<file path="src/rtl/ir_nec_pkg.sv">
// Shared types for the infrared frame decoder.
// Assumes: the status bit positions below are decoded by the consumer.
package ir_nec_pkg;
    typedef enum logic [1:0] {
        ST_IDLE   = 2'd0,
        ST_LMARK  = 2'd1,
        ST_LSPACE = 2'd2,
        ST_BITS   = 2'd3
    } rx_state_t;

    localparam int STAT_VALID = 3;
    localparam int STAT_DERR  = 2;
    localparam int STAT_CERR  = 1;
    localparam int STAT_RPT   = 0;
endpackage

</file>
<file path="src/rtl/ir_tick_gen.sv">
// Base tick generator: a microsecond strobe from CLK_PER_US clocks,
// then divided by base_div+1. Assumes base_div is static while enabled.
module ir_tick_gen #(
    parameter int CLK_PER_US = 50,
    parameter int DIV_W      = 12
) (
    input  logic             clk,
    input  logic             rst_n,
    input  logic             clr,
    input  logic [DIV_W-1:0] base_div,
    output logic             tick
);
    logic             us_stb;
    logic [DIV_W-1:0] div_cnt;

    generate
        if (CLK_PER_US <= 1) begin : g_direct
            assign us_stb = 1'b1;
        end else begin : g_count
            localparam int UW = $clog2(CLK_PER_US);
            localparam logic [UW-1:0] US_LAST = UW'(CLK_PER_US - 1);
            logic [UW-1:0] us_cnt;
            // Purpose: count clocks within one microsecond.
            always_ff @(posedge clk) begin
                if (!rst_n || us_cnt == US_LAST) us_cnt <= '0;
                else                             us_cnt <= us_cnt + 1'b1;
            end
            assign us_stb = (us_cnt == US_LAST);
        end
    endgenerate

    // Purpose: count microseconds up to the programmed divider.
    always_ff @(posedge clk) begin
        if (!rst_n || clr)        div_cnt <= '0;
        else if (us_stb) begin
            if (div_cnt >= base_div) div_cnt <= '0;
            else                     div_cnt <= div_cnt + 1'b1;
        end
    end

    assign tick = us_stb && (div_cnt >= base_div);
endmodule

</file>
<file path="src/rtl/ir_glitch_filter.sv">
// Glitch filter: the output follows the input only after the input has
// differed from it for limit+1 consecutive clocks. Idle level is high.
module ir_glitch_filter #(
    parameter int FW = 3
) (
    input  logic          clk,
    input  logic          rst_n,
    input  logic          clr,
    input  logic [FW-1:0] limit,
    input  logic          din,
    output logic          dout
);
    logic [FW-1:0] cnt;

    // Purpose: qualify each input change against the stability count.
    always_ff @(posedge clk) begin
        if (!rst_n) begin
            dout <= 1'b1;
            cnt  <= '0;
        end else if (clr) begin
            dout <= din;
            cnt  <= '0;
        end else if (din == dout) begin
            cnt  <= '0;
        end else if (cnt >= limit) begin
            dout <= din;
            cnt  <= '0;
        end else begin
            cnt  <= cnt + 1'b1;
        end
    end
endmodule

</file>
<file path="src/rtl/ir_nec_fsm.sv">
// Frame state machine: measures edge-to-edge and fall-to-fall durations in
// base ticks, classifies them against the windows and shifts bits in LSB
// first. Emits one-cycle done pulses. Assumes a filtered, active-low line.
module ir_nec_fsm
    import ir_nec_pkg::*;
#(
    parameter int LW = 13,
    parameter int SW = 10,
    parameter int BW = 32,
    parameter int NW = 5
) (
    input  logic          clk,
    input  logic          rst_n,
    input  logic          clr,
    input  logic          tick,
    input  logic          line,
    input  logic [LW-1:0] mark_min,
    input  logic [LW-1:0] mark_max,
    input  logic [LW-1:0] space_min,
    input  logic [LW-1:0] space_max,
    input  logic [SW-1:0] rpt_min,
    input  logic [SW-1:0] rpt_max,
    input  logic [SW-1:0] b0_min,
    input  logic [SW-1:0] b0_max,
    input  logic [SW-1:0] b1_min,
    input  logic [SW-1:0] b1_max,
    input  logic          b1_en,
    input  logic [LW-1:0] frame_max,
    input  logic [NW-1:0] last_bit,
    output logic          busy,
    output logic          done_data,
    output logic          done_rpt,
    output logic [BW-1:0] word
);
    localparam int PADW = LW - SW;

    rx_state_t     state;
    logic          line_q;
    logic [LW-1:0] dur;
    logic [SW-1:0] per;
    logic [LW-1:0] ft;
    logic [NW-1:0] bitcnt;
    logic          fall, rise;
    logic          mark_hit, space_hit, rpt_hit, b0_hit, b1_hit, timeout;

    assign fall      = line_q & ~line;
    assign rise      = ~line_q & line;
    assign mark_hit  = (dur >= mark_min) && (dur <= mark_max);
    assign space_hit = (dur >= space_min) && (dur <= space_max);
    assign rpt_hit   = (dur >= {{PADW{1'b0}}, rpt_min}) &&
                       (dur <= {{PADW{1'b0}}, rpt_max});
    assign b0_hit    = (per >= b0_min) && (per <= b0_max);
    assign b1_hit    = b1_en && (per >= b1_min) && (per <= b1_max);
    assign timeout   = (ft > frame_max);
    assign busy      = (state != ST_IDLE);

    // Purpose: edge-to-edge, fall-to-fall and whole-frame tick counters.
    always_ff @(posedge clk) begin
        if (!rst_n || clr) begin
            line_q <= 1'b1;
            dur    <= '0;
            per    <= '0;
            ft     <= '0;
        end else begin
            line_q <= line;
            if (fall || rise)         dur <= tick ? LW'(1) : '0;
            else if (tick && dur != '1) dur <= dur + 1'b1;
            if (fall)                 per <= tick ? SW'(1) : '0;
            else if (tick && per != '1) per <= per + 1'b1;
            if (state == ST_IDLE)     ft  <= '0;
            else if (tick && ft != '1)  ft  <= ft + 1'b1;
        end
    end

    // Purpose: frame sequencing, bit shifting and result pulses.
    always_ff @(posedge clk) begin
        if (!rst_n) begin
            state     <= ST_IDLE;
            bitcnt    <= '0;
            word      <= '0;
            done_data <= 1'b0;
            done_rpt  <= 1'b0;
        end else if (clr) begin
            state     <= ST_IDLE;
            bitcnt    <= '0;
            done_data <= 1'b0;
            done_rpt  <= 1'b0;
        end else begin
            done_data <= 1'b0;
            done_rpt  <= 1'b0;
            unique case (state)
                ST_IDLE: if (fall) state <= ST_LMARK;
                ST_LMARK: if (rise) state <= mark_hit ? ST_LSPACE : ST_IDLE;
                ST_LSPACE: if (fall) begin
                    if (space_hit) begin
                        state  <= ST_BITS;
                        bitcnt <= '0;
                    end else begin
                        done_rpt <= rpt_hit;
                        state    <= ST_IDLE;
                    end
                end
                ST_BITS: if (fall) begin
                    if (b0_hit || b1_hit) begin
                        word <= {~b0_hit, word[BW-1:1]};
                        if (bitcnt == last_bit) begin
                            done_data <= 1'b1;
                            state     <= ST_IDLE;
                        end else begin
                            bitcnt <= bitcnt + 1'b1;
                        end
                    end else begin
                        state <= ST_IDLE;
                    end
                end
                default: state <= ST_IDLE;
            endcase
            if (state != ST_IDLE && timeout) state <= ST_IDLE;
        end
    end
endmodule

</file>
<file path="src/rtl/ir_nec_rx.sv">
// Top of the infrared frame decoder: tick generator, glitch filter, frame
// state machine and the result stage (frame register, status, hold, irq).
// Assumes all configuration inputs are static while enable is high.
module ir_nec_rx
    import ir_nec_pkg::*;
#(
    parameter int CLK_PER_US = 50,
    parameter int DIV_W      = 12,
    parameter int FILT_W     = 3,
    parameter int LW         = 13,
    parameter int SW         = 10,
    parameter int BW         = 32
) (
    input  logic              clk,
    input  logic              rst_n,
    input  logic              ir_in_n,
    input  logic              enable,
    input  logic              soft_rst,
    input  logic [DIV_W-1:0]  base_div,
    input  logic [FILT_W-1:0] filt_len,
    input  logic [LW-1:0]     ldr_mark_min,
    input  logic [LW-1:0]     ldr_mark_max,
    input  logic [LW-1:0]     ldr_space_min,
    input  logic [LW-1:0]     ldr_space_max,
    input  logic [SW-1:0]     rpt_space_min,
    input  logic [SW-1:0]     rpt_space_max,
    input  logic [SW-1:0]     bit0_min,
    input  logic [SW-1:0]     bit0_max,
    input  logic [SW-1:0]     bit1_min,
    input  logic [SW-1:0]     bit1_max,
    input  logic              bit1_en,
    input  logic [LW-1:0]     frame_max,
    input  logic [$clog2(BW)-1:0] frame_len,
    input  logic              hold_en,
    input  logic              frame_rd,
    output logic [BW-1:0]     frame_o,
    output logic [3:0]        status_o,
    output logic              busy,
    output logic              irq
);
    localparam int NW = $clog2(BW);

    logic          clr, tick, line_f, done_data, done_rpt, held_q;
    logic [BW-1:0] word;
    logic          cust_err, data_err;

    assign clr = !enable || soft_rst;

    ir_tick_gen #(.CLK_PER_US(CLK_PER_US), .DIV_W(DIV_W)) u_tick (
        .clk(clk), .rst_n(rst_n), .clr(clr), .base_div(base_div), .tick(tick)
    );

    ir_glitch_filter #(.FW(FILT_W)) u_filt (
        .clk(clk), .rst_n(rst_n), .clr(clr), .limit(filt_len),
        .din(ir_in_n), .dout(line_f)
    );

    ir_nec_fsm #(.LW(LW), .SW(SW), .BW(BW), .NW(NW)) u_fsm (
        .clk(clk), .rst_n(rst_n), .clr(clr), .tick(tick), .line(line_f),
        .mark_min(ldr_mark_min), .mark_max(ldr_mark_max),
        .space_min(ldr_space_min), .space_max(ldr_space_max),
        .rpt_min(rpt_space_min), .rpt_max(rpt_space_max),
        .b0_min(bit0_min), .b0_max(bit0_max),
        .b1_min(bit1_min), .b1_max(bit1_max), .b1_en(bit1_en),
        .frame_max(frame_max), .last_bit(frame_len),
        .busy(busy), .done_data(done_data), .done_rpt(done_rpt), .word(word)
    );

    assign cust_err = (word[15:8]  != ~word[7:0]);
    assign data_err = (word[31:24] != ~word[23:16]);

    // Purpose: load frame and status, manage hold, pulse the interrupt.
    always_ff @(posedge clk) begin
        if (!rst_n) begin
            frame_o  <= '0;
            status_o <= '0;
            irq      <= 1'b0;
            held_q   <= 1'b0;
        end else begin
            irq <= 1'b0;
            if (frame_rd || !hold_en) held_q <= 1'b0;
            if (done_rpt) begin
                status_o           <= '0;
                status_o[STAT_VALID] <= 1'b1;
                status_o[STAT_RPT]   <= 1'b1;
                irq                <= 1'b1;
            end else if (done_data && !(hold_en && held_q)) begin
                frame_o              <= word;
                status_o[STAT_VALID] <= 1'b1;
                status_o[STAT_DERR]  <= data_err;
                status_o[STAT_CERR]  <= cust_err;
                status_o[STAT_RPT]   <= 1'b0;
                irq                  <= 1'b1;
                if (hold_en) held_q  <= 1'b1;
            end
        end
    end
endmodule

</file>
<file path="config.mk">
export PLATFORM = sky130hd
export DESIGN_NAME = ir_nec_rx
export DESIGN_NICKNAME = d
export VERILOG_FILES = /design/src/rtl/ir_nec_pkg.sv /design/src/rtl/ir_tick_gen.sv /design/src/rtl/ir_glitch_filter.sv /design/src/rtl/ir_nec_fsm.sv /design/src/rtl/ir_nec_rx.sv
export SDC_FILE = /design/constraint.sdc
export NUM_CORES = 1
export LEC_CHECK = 0
export BUFFER_PORTS_ARGS = -buffer_cell sky130_fd_sc_hd__buf_2
export CORE_MARGIN = 5
export CORE_UTILIZATION = 55
export DETAILED_ROUTE_END_ITERATION = 10
export GPL_TIMING_DRIVEN = 0
export PLACE_DENSITY = 0.78
export SYNTH_ARGS = -nofsm -noshare
export SYNTH_HDL_FRONTEND = slang
export SYNTH_SLANG_ARGS = --single-unit
</file>
<file path="constraint.sdc">
create_clock -name clk -period 4.46 [get_ports clk]
set_clock_uncertainty 0.1 [all_clocks]
set_input_delay 0.223 -clock clk [delete_from_list [all_inputs] [get_ports clk]]
set_output_delay 0.223 -clock clk [all_outputs]
set_load 0.02 [all_outputs]
</file>
=== Word-level counts from Yosys, hierarchy flattened ===
Index checks and enable logic that the tools add are counted.

* $add $sub $neg: 7
* $lt $le $gt $ge: 13
* Eq/ne operators: 20
* Multiplexer cells: 34
* Bitwise gates (word level): 14
* Reduce and logical (&&, ||, !) cells: 42

{| class="wikitable"
|+ Operators by type and width
! operator !! number
|-
| 13-bit by 1-bit adder with 13-bit output, second input constant || 2
|-
| 13-bit >= comparator || 2
|-
| 13-bit less-or-equal comparator || 2
|-
| 13-bit 2-to-1 mux || 2
|-
| 13-bit != test, second input constant || 2
|-
| 5-bit 2-to-1 mux || 5
|-
| 10-bit >= comparator || 2
|-
| 10-bit less-or-equal comparator || 2
|-
| 10-bit 2-to-1 mux || 2
|-
| 2-bit 2-to-1 mux || 8
|-
| 8-bit != test || 2
|-
| 8-bit inverter || 2
|-
| 2-bit by 1-bit != test with 1-bit output, second input constant || 7
|-
| 13-bit by 10-bit >= comparator with 1-bit output || 1
|-
| 13-bit > comparator || 1
|-
| 13-bit by 10-bit less-or-equal comparator with 1-bit output || 1
|-
| 1-bit logical AND || 13
|-
| 12-bit by 1-bit adder with 12-bit output, second input constant || 1
|-
| 12-bit >= comparator || 1
|-
| 1-bit 2-to-1 mux || 12
|-
| 12-bit 2-to-1 mux || 1
|-
| 2-bit nonzero test || 6
|-
| 10-bit by 1-bit adder with 10-bit output, second input constant || 1
|-
| 10-bit != test, second input constant || 1
|-
| other kinds (27) || 51
|}

* Flip-flop bits (word level): 138
* Input bits: 153
* Output and inout bits: 38
* Logic and storage cells: 148

=== Depth between registers and ports, before layout ===
* Depth in word-level cells: 7
* Depth in mapped cells: 12

=== Cells and area by module ===
Synthesis repeated with hierarchy kept, for this count alone.

* Cell total of the unflattened synthesis: 1131
* Area, all modules: 9545.4 um2

{| class="wikitable"
|+ By module, submodules not included
! module !! instances !! cells an instance !! area an instance (um2) !! seq. area each (um2)
|-
| ir_nec_fsm || 1 || 780 || 6488.7 || 1561.5
|-
| ir_nec_rx || 1 || 191 || 1681.6 || 760.7
|-
| ir_tick_gen || 1 || 135 || 1142.3 || 360.3
|-
| ir_glitch_filter || 1 || 25 || 232.7 || 80.1
|}

=== Worst setup path after synthesis ===
OpenSTA, ideal clock, no wires.

* Path type: register -> register
* Start point: register u_fsm.dur[7]
* End point: register u_fsm.bitcnt[3]
* Setup time: 116 ps
* Data arrival time: 2132 ps
* Data required time: 4244 ps
* Slack: 2113 ps
* Stages on the path, launching flop included: 10
* Path buffers: 0
* Period minus slack after synthesis: 2347 ps
* Cells stage by stage: dfxtp_1 > ha_1 > and4_1 > a21oi_1 > a21oi_1 > a2111oi_0 > o21ai_1 > o2bb2ai_1 > nand2_1 > a31o_1

* Longest elaborated chain between the ends: 4
* Elaborated cells on any way between the ends: 5
* Classes of those cells: 2 x order compare; 1 x eq/ne; 2 x reduce/logical

{| class="wikitable"
|+ Ends and longest elaborated chain
! item !! line !! source
|-
| start: declaration || ir_nec_fsm.sv:39 || <nowiki>logic [LW-1:0] dur;</nowiki>
|-
| start signal: assignment || ir_nec_fsm.sv:66 || <nowiki>if (fall || rise) dur <= tick ? LW'(1) : '0;</nowiki>
|-
| start signal: assignment || ir_nec_fsm.sv:67 || <nowiki>else if (tick && dur != '1) dur <= dur + 1'b1;</nowiki>
|-
| 13-bit >= comparator or 13-bit less-or-equal comparator (tied branches) || ir_nec_fsm.sv:49 || <nowiki>assign space_hit = (dur >= space_min) && (dur <= space_max);</nowiki>
|-
| 1-bit logical AND * || ir_nec_fsm.sv:49 ||
|-
| 2-bit by 1-bit != test with 1-bit output (no source line) * || n/a ||
|-
| 6-bit AND reduction (no source line) * || n/a ||
|-
| end signal: assignment || ir_nec_fsm.sv:110 || <nowiki>bitcnt <= bitcnt + 1'b1;</nowiki>
|-
| end: declaration || ir_nec_fsm.sv:42 || <nowiki>logic [NW-1:0] bitcnt;</nowiki>
|}

Every way passes the cells marked *; elsewhere a longest branch is shown, timed or not.
A chain may end at the register's enable or synchronous reset.

=== Worst setup path after layout ===
* Start point: register u_fsm.per[3]
* End point: register u_fsm.word[20]

* Longest elaborated chain between the ends: 5
* Elaborated cells on any way between the ends: 9
* Classes of those cells: 4 x order compare; 5 x reduce/logical

{| class="wikitable"
|+ Ends and longest elaborated chain
! item !! line !! source
|-
| start: declaration || ir_nec_fsm.sv:40 || <nowiki>logic [SW-1:0] per;</nowiki>
|-
| start signal: assignment || ir_nec_fsm.sv:68 || <nowiki>if (fall) per <= tick ? SW'(1) : '0;</nowiki>
|-
| start signal: assignment || ir_nec_fsm.sv:69 || <nowiki>else if (tick && per != '1) per <= per + 1'b1;</nowiki>
|-
| 10-bit >= comparator || ir_nec_fsm.sv:53 || <nowiki>assign b1_hit = b1_en && (per >= b1_min) && (per <= b1_max);</nowiki>
|-
| 1-bit logical AND (2 in a row) || ir_nec_fsm.sv:53 ||
|-
| 1-bit logical OR * || ir_nec_fsm.sv:104 || <nowiki>if (b0_hit || b1_hit) begin</nowiki>
|-
| 4-bit AND reduction (no source line) * || n/a ||
|-
| end signal: assignment || ir_nec_fsm.sv:105 || <nowiki>word <= {~b0_hit, word[BW-1:1]};</nowiki>
|-
| end: declaration || ir_nec_fsm.sv:33 || <nowiki>output logic [BW-1:0] word</nowiki>
|}

Marks and branches as above.

==> impl_metrics.env <==
export IMPL_status="finished clean"
export IMPL_worstPathRequired_ns=4.67
export IMPL_critPathKind="register to register"
export IMPL_cp_end_kind="register"
export IMPL_cts_sinks=138
export IMPL_die_area_um2=19900
export IMPL_setup_violations=0
export IMPL_synth_edff_count=0
export IMPL_cts_root_buf="clkbuf_16"
export IMPL_yosysSeqAreaShare=0.292
export IMPL_ant_nets=0
export IMPL_synth_top_cell_area_share=0.292
export IMPL_routed_via_count=8684
export IMPL_post_cts_setup_buffers=0
export IMPL_muxShareOfSynthArea=0.0393
export IMPL_io_buffers=190
export IMPL_rsz0062_at_grt="no"
export IMPL_worst_ep_arrival_time_ns=3.08
export IMPL_whs_ns=0.146
export IMPL_hold_end="u_filt.dout$_SDFFE_PN1P_"
export IMPL_power_frac_comb=0.081
export IMPL_min_path_cells=4
export IMPL_total_power_mw=2.84
export IMPL_syn_to_final_growth_pct=19.5
export IMPL_grt_use_total=0.237
export IMPL_cts_buffers=17
export IMPL_synth_avg_cell_area_um2=8.27
export IMPL_start_util=0.555
export IMPL_drt_wl_total_um=23700
export IMPL_fillers=1499
export IMPL_post_drt_wl_per_cell_um=14.8
export IMPL_period_needed_ns=2.88
export IMPL_sw_frac_of_total=0.234
export IMPL_core_area_um2=17100
export IMPL_cts_tree="done"
export IMPL_ir_drop_mv=0.264
export IMPL_ys_flop_type="dfxtp_1"
export IMPL_synth_xor_area_frac=0.0352
export IMPL_htreeDepth=4
export IMPL_multiInputGateArea_um2=5980
export IMPL_synth_nets=1447
export IMPL_clkPwrFrac=0.482
export IMPL_met1_usage=0.294
export IMPL_drc=0
export IMPL_gr_total_overflow=0
export IMPL_netlist_top_cells_area="dfxtp_1 29%, ha_1 20%, inv_1 5.9%, nand2_1 4.6%, mux2i_1 3.8%"
export IMPL_clkSlewWorstSetupHoldPaths_ns=0.06
export IMPL_hold_viol_final=0
export IMPL_synth_top_family_by_area="adder cells"
export IMPL_max_freq_ghz=0.348
export IMPL_startpoint_type="register"
export IMPL_reg2regPathDepth=10
export IMPL_r2r_end="u_fsm.word[20]$_SDFFE_PN0P_"
export IMPL_grt_start_max_net_pins=17
export IMPL_critPathLaunch="u_fsm.per[3]$_SDFFE_PP0P_"
export IMPL_synthArstFlopShare=0
export IMPL_fin_area_um2=11300
export IMPL_busiest_layer="met2"
export IMPL_drive_above_1_share=0.175
export IMPL_most_common_layout_cells="195 x buf_2, 150 x ha_1, 148 x inv_1, 138 x dfxtp_1, 115 x nand2_1"
export IMPL_via_per_inst=5.44
export IMPL_gp_congestion=0.874
export IMPL_die_w_um=141
export IMPL_yosys_area_share_adder=0.198
export IMPL_relSlewSlack=0.533
export IMPL_synth_compound_area_share=0.162
export IMPL_antenna_found_initial=2
export IMPL_ys_ff_latch=138
export IMPL_io_pins=191
export IMPL_seq_power_share=0.437
export IMPL_worstPathMaxFanout=10
export IMPL_hold_class="input pin to register"
export IMPL_mostFrequentLayoutCell="buf_2"
export IMPL_tightest_slew_ns=0.699
export IMPL_power_leakage_nw=5.64
export IMPL_p_sw_mw=0.664
export IMPL_synth_cell_types=62
export IMPL_hold_start="soft_rst"
export IMPL_report_final_slew_viol_count=0
export IMPL_synth_area_um2=9460
export IMPL_fin_tns_setup_ns=0
export IMPL_regArea_um2=2760
export IMPL_post_synth_and_or_nand_nor_area_fraction=0.198
export IMPL_met2_usage=0.417
export IMPL_grt_pass1_vias=8458
export IMPL_die_y_um=141
export IMPL_drt_iter0_drc=369
export IMPL_internal_power_mw=2.17
export IMPL_clk_latency_ns=0.42
export IMPL_nNetsFinal=1659
export IMPL_place_area_um2=10700
export IMPL_met3_usage=0.0458
export IMPL_syn_inst=1144
export IMPL_power_density_nw_per_um2=251
export IMPL_hpwlAfterDp_um=18600
export IMPL_fin_crit_sh=0.645
export IMPL_maxCapViolCount=0
export IMPL_first_pass_iters=7
export IMPL_r2r_start="u_fsm.per[3]$_SDFFE_PP0P_"
export IMPL_yosys_warnings=0
export IMPL_r2r_slack_ns=1.58
export IMPL_grt_pass1_wl_um=39200
export IMPL_cts_resized=0
export IMPL_cts_buffer_depth=2
export IMPL_row_count=48
export IMPL_yosys_area_top_type="dfxtp_1"
==> how the worst max path moves through the flow <==
stage,to,slack (ns),cells after the start
after floorplan,u_fsm.bitcnt[3]$_SDFFE_PP0P_,2.11,9
after global placement,u_fsm.state[1]$_SDFFE_PP0P_,1.64,10
after detailed placement,u_fsm.word[20]$_SDFFE_PN0P_,1.61,10
after CTS,u_fsm.word[20]$_SDFFE_PN0P_,1.57,10
after global routing,u_fsm.bitcnt[3]$_SDFFE_PP0P_,1.24,9
final,u_fsm.word[20]$_SDFFE_PN0P_,1.58,10
==> registers in the layout, summed over array words and instances (netlist names) <==
name                   cells
frame_o                   32
u_fsm.word                32
u_fsm.dur                 13
u_fsm.ft                  13
u_tick.div_cnt            12
u_fsm.per                 10
u_tick.g_count.us_cnt      6
u_fsm.bitcnt               5
status_o                   4
u_filt.cnt                 3
u_fsm.state                2
held_q                     1
irq                        1
u_filt.dout                1
u_fsm.done_data            1
u_fsm.done_rpt             1
u_fsm.line_q               1
==> power by group through the flow <==
stage,registers (mW),logic (mW),clock network [mW]
after floorplan,1.27,0.125,0
after global placement,1.27,0.221,0
after detailed placement,1.27,0.227,0
after CTS,1.24,0.231,1.39
after global routing,1.24,0.262,1.45
final,1.24,0.229,1.37
==> metrics by stage <==
stage	setup slack, ns	utilization	instances
4_1_cts	1.57	0.662	1594
3_3_place_gp	1.64	0.627	1559
3_5_place_dp	1.61	0.627	1559
6_report	1.58	0.663	1596
5_1_grt	1.24	0.663	1596
2_1_floorplan	2.11	-	1144
==> metal layers <==
| layer | vias up | part of all wire |
|---|---|---|
| li1 | 4417 | - |
| met1 | 3957 | 0.43 |
| met2 | 279 | 0.49 |
| met3 | 31 | 0.063 |
| met4 | 0 | 0.016 |
| met5 | - | 0 |
==> timing repair <==
item / in CTS / in global routing
setup endpoints to repair: 0 / 0
hold buffers: 3 / 0
hold endpoints to repair: 2 / 0
==> synth_stat cells (all sizes together) (5+ instances only) <==
library cell and n:
o211ai 8, dfxtp 138, nor3 7, mux2i 36, or4 6, o21ai 51, or3 22, xnor2 23
xor2 15, clkbuf 26, nand3 32, nand2 115, ha 150, nand2b 15, and3 12, nor2 55
buf 9, inv 148, nand4 40, a21boi 34, a211oi 10, nor2b 41, nor4 6, a21oi 71
o31ai 5, a21o 22
==> worst max-delay path, stage by stage (launching register included) <==
cell      delay, ns
dfxtp_1        0.56
ha_1           0.33
a211oi_1       0.23
nor2_1         0.07
nor4_1         0.32
o32ai_2        0.21
o32ai_4        0.27
nand3_4        0.20
buf_6          0.21
mux2i_1        0.19
nor2b_1        0.07
==> cell families after synthesis <==
kind of cell    after synthesis
fa+ha+maj                   150
xor+xnor                     38
buf+inv                     183
compound gates              234
simple gates                364
mux                          37
flops                       138
==> final cells by class <==
type                       instances  share of cell area
clock buffer                      18              0.0380
timing repair buffer             193              0.0868
inverter                         148              0.0491
sequential                       138               0.244
antenna                            2            0.000443
tap                              225              0.0249
multi-input combinational        823               0.529
buffer                            35              0.0142
clock inverter                    14              0.0132
Note: power is estimated with default switching activity, not from simulation.
